File: src/rtl/rtc_irq_pkg.sv
package rtc_irq_pkg;
  localparam int unsigned NUM_SRC = 3;
  localparam int unsigned SRC_WD  = 0;
  localparam int unsigned SRC_AL  = 1;
  localparam int unsigned SRC_PF  = 2;

  localparam int unsigned FB_WD  = 7;
  localparam int unsigned FB_AL  = 6;
  localparam int unsigned FB_PF  = 5;
  localparam int unsigned FB_OSC = 4;

  typedef enum logic [1:0] {
    A_FLAGS = 2'd0,
    A_CTRL  = 2'd1,
    A_WDOG  = 2'd2,
    A_NONE  = 2'd3
  } reg_addr_e;

  typedef struct packed {
    logic               pulse;
    logic               pol_high;
    logic [NUM_SRC-1:0] en;
  } irq_ctrl_t;
endpackage

File: src/rtl/rtc_wdog.sv
module rtc_wdog #(
  parameter int unsigned WD_W = 8
) (
  input  logic            clk_i,
  input  logic            rst_ni,
  input  logic            load_i,
  input  logic [WD_W-1:0] load_val_i,
  input  logic            tick_i,
  output logic [WD_W-1:0] cnt_o,
  output logic            expire_o
);
  localparam logic [WD_W-1:0] ONE = WD_W'(1);

  logic [WD_W-1:0] cnt_q;

  always_ff @(posedge clk_i or negedge rst_ni) begin
    if (!rst_ni)                          cnt_q <= '0;
    else if (load_i)                      cnt_q <= load_val_i;
    else if (tick_i && (cnt_q != '0))     cnt_q <= cnt_q - ONE;
  end

  // load wins over a tick, so a reload right at expiry cancels it
  always_comb expire_o = tick_i && !load_i && (cnt_q == ONE);
  assign cnt_o = cnt_q;
endmodule

File: src/rtl/rtc_flag_bank.sv
module rtc_flag_bank
  import rtc_irq_pkg::*;
(
  input  logic               clk_i,
  input  logic               rst_ni,
  input  logic [NUM_SRC-1:0] set_i,
  input  logic               rd_clr_i,
  input  logic               osc_fail_i,
  input  logic               wr_i,
  input  logic [7:0]         wdata_i,
  output logic [NUM_SRC-1:0] ev_o,
  output logic [7:0]         flags_o
);
  logic [NUM_SRC-1:0] ev_q;
  logic               osc_q;
  logic [2:0]         ctl_q;

  for (genvar i = 0; i < NUM_SRC; i++) begin : g_ev
    always_ff @(posedge clk_i or negedge rst_ni) begin
      if (!rst_ni) ev_q[i] <= 1'b0;
      else         ev_q[i] <= set_i[i] | (ev_q[i] & ~rd_clr_i);  // set wins
    end
  end

  always_ff @(posedge clk_i or negedge rst_ni) begin
    if (!rst_ni) begin
      osc_q <= 1'b0;
      ctl_q <= '0;
    end else begin
      osc_q <= osc_fail_i | (osc_q & ~(wr_i & ~wdata_i[FB_OSC]));
      if (wr_i) ctl_q <= wdata_i[2:0];
    end
  end

  always_comb begin
    flags_o         = '0;
    flags_o[FB_WD]  = ev_q[SRC_WD];
    flags_o[FB_AL]  = ev_q[SRC_AL];
    flags_o[FB_PF]  = ev_q[SRC_PF];
    flags_o[FB_OSC] = osc_q;
    flags_o[2:0]    = ctl_q;
  end

  assign ev_o = ev_q;
endmodule

File: src/rtl/rtc_irq_pin.sv
module rtc_irq_pin
  import rtc_irq_pkg::*;
(
  input  logic [NUM_SRC-1:0] en_i,
  input  logic [NUM_SRC-1:0] src_i,
  input  logic               pol_high_i,
  output logic               irq_o
);
  logic active;
  always_comb begin
    active = |(en_i & src_i);
    irq_o  = pol_high_i ? active : ~active;
  end
endmodule

File: src/rtl/rtc_flag_irq.sv
module rtc_flag_irq
  import rtc_irq_pkg::*;
#(
  parameter int unsigned WD_W = 8
) (
  input  logic       clk_i,
  input  logic       rst_ni,
  input  logic       wr_en_i,
  input  logic       rd_en_i,
  input  logic [1:0] addr_i,
  input  logic [7:0] wdata_i,
  output logic [7:0] rdata_o,
  input  logic       alarm_i,
  input  logic       pfail_i,
  input  logic       osc_fail_i,
  input  logic       tick_i,
  output logic [7:0] flags_o,
  output logic       irq_o,
  output logic       pulse_mode_o
);
  localparam int unsigned CTRL_W = $bits(irq_ctrl_t);

  logic               wr_flags, wr_ctrl, wd_load, rd_flags, wd_exp;
  logic [WD_W-1:0]    wd_cnt;
  logic [NUM_SRC-1:0] ev_set, ev;
  irq_ctrl_t          ctrl_q;
  logic [7:0]         rd_mux;

  always_comb begin
    wr_flags = wr_en_i && (addr_i == A_FLAGS);
    wr_ctrl  = wr_en_i && (addr_i == A_CTRL);
    wd_load  = wr_en_i && (addr_i == A_WDOG);
    rd_flags = rd_en_i && (addr_i == A_FLAGS);
    ev_set           = '0;
    ev_set[SRC_WD]   = wd_exp;
    ev_set[SRC_AL]   = alarm_i;
    ev_set[SRC_PF]   = pfail_i;
  end

  rtc_wdog #(.WD_W(WD_W)) u_wdog (
    .clk_i      (clk_i),
    .rst_ni     (rst_ni),
    .load_i     (wd_load),
    .load_val_i (WD_W'(wdata_i)),
    .tick_i     (tick_i),
    .cnt_o      (wd_cnt),
    .expire_o   (wd_exp)
  );

  rtc_flag_bank u_flags (
    .clk_i      (clk_i),
    .rst_ni     (rst_ni),
    .set_i      (ev_set),
    .rd_clr_i   (rd_flags),
    .osc_fail_i (osc_fail_i),
    .wr_i       (wr_flags),
    .wdata_i    (wdata_i),
    .ev_o       (ev),
    .flags_o    (flags_o)
  );

  always_ff @(posedge clk_i or negedge rst_ni) begin
    if (!rst_ni)      ctrl_q <= '0;
    else if (wr_ctrl) ctrl_q <= irq_ctrl_t'(wdata_i[CTRL_W-1:0]);
  end

  rtc_irq_pin u_pin (
    .en_i       (ctrl_q.en),
    .src_i      (ev),
    .pol_high_i (ctrl_q.pol_high),
    .irq_o      (irq_o)
  );

  assign pulse_mode_o = ctrl_q.pulse;

  always_comb begin
    unique case (reg_addr_e'(addr_i))
      A_FLAGS: rd_mux = flags_o;
      A_CTRL:  rd_mux = 8'(ctrl_q);
      A_WDOG:  rd_mux = 8'(wd_cnt);
      default: rd_mux = '0;
    endcase
  end

  // read data captured at the same edge the sticky flags clear
  always_ff @(posedge clk_i or negedge rst_ni) begin
    if (!rst_ni)      rdata_o <= '0;
    else if (rd_en_i) rdata_o <= rd_mux;
  end
endmodule

File: config.mk
export PLATFORM = sky130hd
export DESIGN_NAME = rtc_flag_irq
export DESIGN_NICKNAME = d
export VERILOG_FILES = /design/src/rtl/rtc_irq_pkg.sv /design/src/rtl/rtc_wdog.sv /design/src/rtl/rtc_flag_bank.sv /design/src/rtl/rtc_irq_pin.sv /design/src/rtl/rtc_flag_irq.sv
export SDC_FILE = /design/constraint.sdc
export NUM_CORES = 1
export LEC_CHECK = 0
export BUFFER_PORTS_ARGS = -buffer_cell sky130_fd_sc_hd__buf_4
export CORE_MARGIN = 4
export CORE_UTILIZATION = 40
export DETAILED_ROUTE_END_ITERATION = 12
export PLACE_DENSITY = 0.64
export SETUP_SLACK_MARGIN = 0.3
export SYNTH_ARGS = -nofsm -noshare
export SYNTH_HDL_FRONTEND = slang
export SYNTH_SLANG_ARGS = --single-unit
File: constraint.sdc
create_clock -name clk_i -period 3.2 [get_ports clk_i]
set_input_delay 0.16 -clock clk_i [delete_from_list [all_inputs] [get_ports clk_i]]
set_output_delay 0.16 -clock clk_i [all_outputs]
set_load 0.05 [all_outputs]
Word-level counts from Yosys, hierarchy flattened
Cells that the tools add are included.
Widths: inputs -> output; s select.
{ "word_totals": {"ff_bits": 28, "inputBits": 18, "out_inout_bits": 18, "latch_bits": 0, "mem_bits_rw": 0, "rom_bits": 0, "elab_cells": 44, "n_memories": 0} }
{ "op_classes": {"n_reduce_logical": 12, "div_mod_pow": 0, "n_mul": 0, "shift": 0, "add_sub_neg": 1, "n_eq_ne": 3, "order_cmp": 0, "bitwise": 14, "muxes": 4} }
{ "ops": {"columns": ["op", "n"], "rows": [
  ["$pmux 8 s3", 1],
  ["$mux 8", 2],
  ["$eq 8x1->1 const B", 1],
  ["$reduce_bool 8->1", 1],
  ["$sub 8x1->8 const B", 1],
  ["$logic_and 1x1->1", 7],
  ["$and 1x1->1", 5],
  ["$not 1->1", 4],
  ["$or 1x1->1", 4],
  ["$and 3x3->3", 1],
  ["$reduce_or 3->1", 1],
  ["$eq 2x1->1 const B", 1],
  ["$eq 2x2->1 const B", 1],
  ["$logic_not 2->1", 1],
  ["$reduce_bool 2->1", 1],
  ["$logic_not 1->1", 1],
  ["$mux 1", 1]
]} }

Logic depth before layout (Yosys ltp)
{ "depth": {"word_depth": 6, "depth_mapped": 7, "ltp_nobuf": 6} }

Modules after synthesis
A second synthesis with hierarchy kept.
{ "unflattened": {"cells_unflattened": 152, "area_unflattened_um2": 1645.3} }
{ "modules_own_cells": {"columns": ["mod", "seq_area_each_um2", "area_each_um2", "cells_per_inst", "instances"], "rows": [
  ["rtc_flag_irq", 325.3, 699.4, 58, 1],
  ["rtc_wdog", 200.2, 636.9, 70, 1],
  ["rtc_flag_bank", 175.2, 290.3, 22, 1],
  ["rtc_irq_pin", 0.0, 18.8, 2, 1]
]} }

Worst setup path after synthesis
No wires, ideal clock.
{ "synth_timing": {"path_type": "flip-flop to output port", "startpoint": "register u_flags.ev_q[2], in the netlist u_flags.ev_o[2]", "endpoint": "output port irq_o", "slack_ns": 1.264, "arrival_ns": 1.776, "path_stages_with_launch": 3, "n_path_buf": 0, "path_cell_list": "dfrtp_1 a222oi_1 xor2_1"} }
{ "synth_via": {"elab_chain_len": 4} }
{ "synth_lines": {"columns": ["item", "line", "text"], "rows": [
  ["start, declared", "rtc_flag_bank.sv:14", "logic [NUM_SRC-1:0] ev_q;"],
  ["start signal, assigned by index", "rtc_flag_bank.sv:21", "else ev_q[i] <= set_i[i] | (ev_q[i] & ~rd_clr_i);"],
  ["$and 3x3->3 (*)", "rtc_irq_pin.sv:11", "active = |(en_i & src_i);"],
  ["$reduce_or 3->1 (*)", "rtc_irq_pin.sv:11", null],
  ["$not 1->1", "rtc_irq_pin.sv:12", "irq_o = pol_high_i ? active : ~active;"],
  ["$mux 1 (*)", "rtc_irq_pin.sv:12", null],
  ["end, declared", "rtc_flag_irq.sv:18", "output logic irq_o,"]
]} }
Every way passes the cells marked *; elsewhere a longest branch is shown, timed or not.

Worst setup path after layout
Same ends and word-level chain as after synthesis.

==> results by group <==
Power and ir drop
  – P per Cell Area: just under 700 mW/mm2
  – Leakage Power: approximately 0.81 nW
  – Peak VDD IR: approximately 230 uV

Worst setup path
  – CP top delay family: flip-flops
  – Crit end category: primary output
  – R2R Path End: u_wdog.cnt_o[6]
  – Required @ worst endpoint: about 3.0 ns
  – Critical path launch point type: register
  – Worst path max stage delay: between 0.4 and 0.5 ns
  – Arr. time, crit path: ~1.6 ns
  – Setup CP Type: register to primary output
  – Crit Path Max Fanout: 4
  – FF-to-FF setup slack: 1.59 ns
  – Crit-path cells: a222oi_1 > xor2_1 > buf_4
  – Worst r2r src: u_wdog.cnt_o[0]
  – Worst path buffer plus inverter count: 1
  – CP max stage cell: dfrtp_1
  – Stages on worst setup path: 3
  – R2R depth: 5

Routing
  – Drt first pass iters: 4
  – DRC errors left: 0
  – Number of routed nets with antenna violations: 0
  – Final wirelength: around 3.3 mm
  – Routed vias: around 1200
  – Drt first-iter violations: 38
  – Drt wl/cell: between 15 and 20 um
  – Number of vias per cell: between 5 and 6

Logic synthesis
  – Number of synthesized flops with an enable pin: 0
  – Gate Count Post-Synth: around 140
  – Syn avg cell area: a little over 10 um2
  – Mapped Area: 0.00144 mm2
  – Synth top area share: 0.487
  – Async SR Flop Fraction: 1.00
  – FF+latch count, synth: 28
  – Area contributors post-synth: dfrtp_1, mux2i_1, mux2_2
  – Ys flop type: dfrtp_1
  – Synth warn: 0
  – Cell variety after synth: 40
  – Sequential area share after synthesis: 0.487
  – Syn nets: between 150 and 200
  – Cell taking the most area after synthesis: dfrtp_1

Global routing
  – Total track usage: 0.162
  – GRT overflow: 0
  – Antenna violations before repair: 0
  – Largest net degree at the start of global routing: 29
  – Vias in the first global route: ~1200
  – Global-route wire length before repair: around 5.6 mm

Finish
  – Layout Area Growth over Synthesis: 25.5%
  – Final nets: ~200
  – Fin area: approximately 0.0018 mm2
  – Layout Utilization: 0.529
  – Filler cells: 325
  – Commonest cells after routing, fill and taps aside: buf_4, dfrtp_1, nor2_1, a21oi_1, mux2i_1
  – Commonest non-fill, non-tap cell in the layout: buf_4
  – Fraction of layout cells with a size suffix above 1: 0.295
  – Antenna cells: 0

Die
  – Num rows: 21
  – I/O Pins: 36
  – Core ar.: about 0.0034 mm2
  – Die area: roughly 0.0046 mm2
  – DIE HEIGHT: around 68 um
  – Die X: 68.0 um
  – Starting density of the core: 0.421

STA
  – Max-slew violations: 0
  – FMAX: 578 MHz
  – RSZ-0062 raised after global routing: no
  – Fin crit share: 0.541
  – Hold slack: around 0.075 ns
  – Fin worst setup slack: approximately 1.5 ns
  – Setup Viol. Count Final: 0
  – Final Skew: roughly 0.0051 ns
  – Final hold violation count: 0
  – Final period demand of the worst path: between 1.5 and 2 ns
  – TNS Setup: 0 ns

Clock tree
  – Longest Clk Path Bufs: 2
  – Clk pin slew, worst setup/hold paths: about 0.16 ns
  – Clock sink count: 28
  – Clock buffer count from CTS: 3
  – CTS root buf: clkbuf_4
  – Clk Latency, worst-skew pair: around 0.33 ns
  – H-tree depth: 1
  – CTS tree: yes

Place
  – Gpl congestion: about 0.85
  – Setup Slack @ Placement: 1.60 ns
  – PortBufs: 34
  – Post-DP Area: about 0.0017 mm2
  – Post-DP HPWL: around 2.6 mm

Hold path
  – Worst hold path class: input port to register
  – Min-delay src: wdata_i[3]
  – WHS Endpoint: ctrl_q[3]
  – Hold depth: 2

Status
  – Status: finished clean

Run
  – Max-Cap Viols: 0
==> stage by stage <==
| step | total power (W) | cells |
|---|---|---|
| floorplan | 0.000833 | 141 |
| global placement | 0.000971 | 214 |
| detailed placement | 0.000986 | 214 |
| CTS | 0.00122 | 221 |
| global route | 0.00129 | 222 |
| finish | 0.00121 | 222 |
==> flip-flops by register name, indices dropped and copies added (netlist names) <==
name,count
u_flags.osc_q,1
u_flags.ev_o,3
ctrl_q,4
u_wdog.cnt_o,8
u_flags.ctl_q,3
pulse_mode_o,1
rdata_o,8
==> cells by family after synthesis <==
| group | Yosys count | share of synthesized area |
|---|---|---|
| compound gates | 32 | 0.138 |
| xor+xnor | 2 | 0.0122 |
| fa+ha+maj | 2 | 0.0174 |
| buf+inv | 14 | 0.0452 |
| flops | 28 | 0.487 |
| mux | 17 | 0.125 |
| other cells | 1 | 0.00261 |
| simple gates | 45 | 0.172 |
==> synthesized netlist by cell type (all sizes together), types with 2 or more instances <==
library cell / count
o22ai: 3
nand3: 5
mux2: 8
a21oi: 17
a21o: 3
mux2i: 9
nand2: 5
nand2b: 2
nor2: 20
nor3: 2
buf: 6
dfrtp: 28
nor2b: 2
inv: 7
a211oi: 2
ha: 2
==> worst register-to-register path, cell delays in order, from the launching register on <==
cell and delay [ns]:
dfrtp_1 0.47, inv_1 0.12, ha_1 0.28, nand4_1 0.13
or3b_1 0.39, a31oi_1 0.16
==> how the worst max path moves through the flow <==
stage | from | endpoint | slack (ns)
finish | u_flags.ev_o[2] | irq_o | 1.47
global route | ctrl_q[2] | irq_o | 1.36
CTS | u_flags.ev_o[2] | irq_o | 1.47
detailed placement | addr_i[1] | u_flags.ev_o[0] | 1.60
global placement | addr_i[1] | u_flags.ev_o[0] | 1.66
floorplan | u_flags.ev_o[2] | irq_o | 1.26
==> metal layers <==
| layer | track usage | wire length [um] | vias up |
|---|---|---|---|
| met5 | 0 | 0 | - |
| met4 | 0.0372 | 15 | 0 |
| met3 | 0.0263 | 164 | 2 |
| met2 | 0.284 | 1600 | 34 |
| met1 | 0.209 | 1550 | 562 |
| li1 | - | - | 566 |
==> report_power, final <==
group          switching, W  total [W]  internal (W)
combinational      0.000268   0.000440      0.000172
clock              0.000108   0.000234      0.000127
sequential         0.000107   0.000539      0.000432
==> what timing repair did <==
action	in CTS	in global routing
setup buffers	0	0
endpoints found under the hold margin	30	1
resized for setup	0	0
hold buffers	3	1
==> layout make-up <==
class / instances / area (um2) / share of cell area
Sequential cell: 28 / 701 / 0.388
Multi-Input combinational cell: 99 / 673 / 0.373
Timing Repair Buffer: 38 / 295 / 0.164
Tap cell: 46 / 57.6 / 0.0319
Clock inverter: 1 / 30.0 / 0.0166
Inverter: 7 / 26.3 / 0.0146
Clock buffer: 3 / 22.5 / 0.0125
Note: power is estimated with default switching activity, not from simulation.
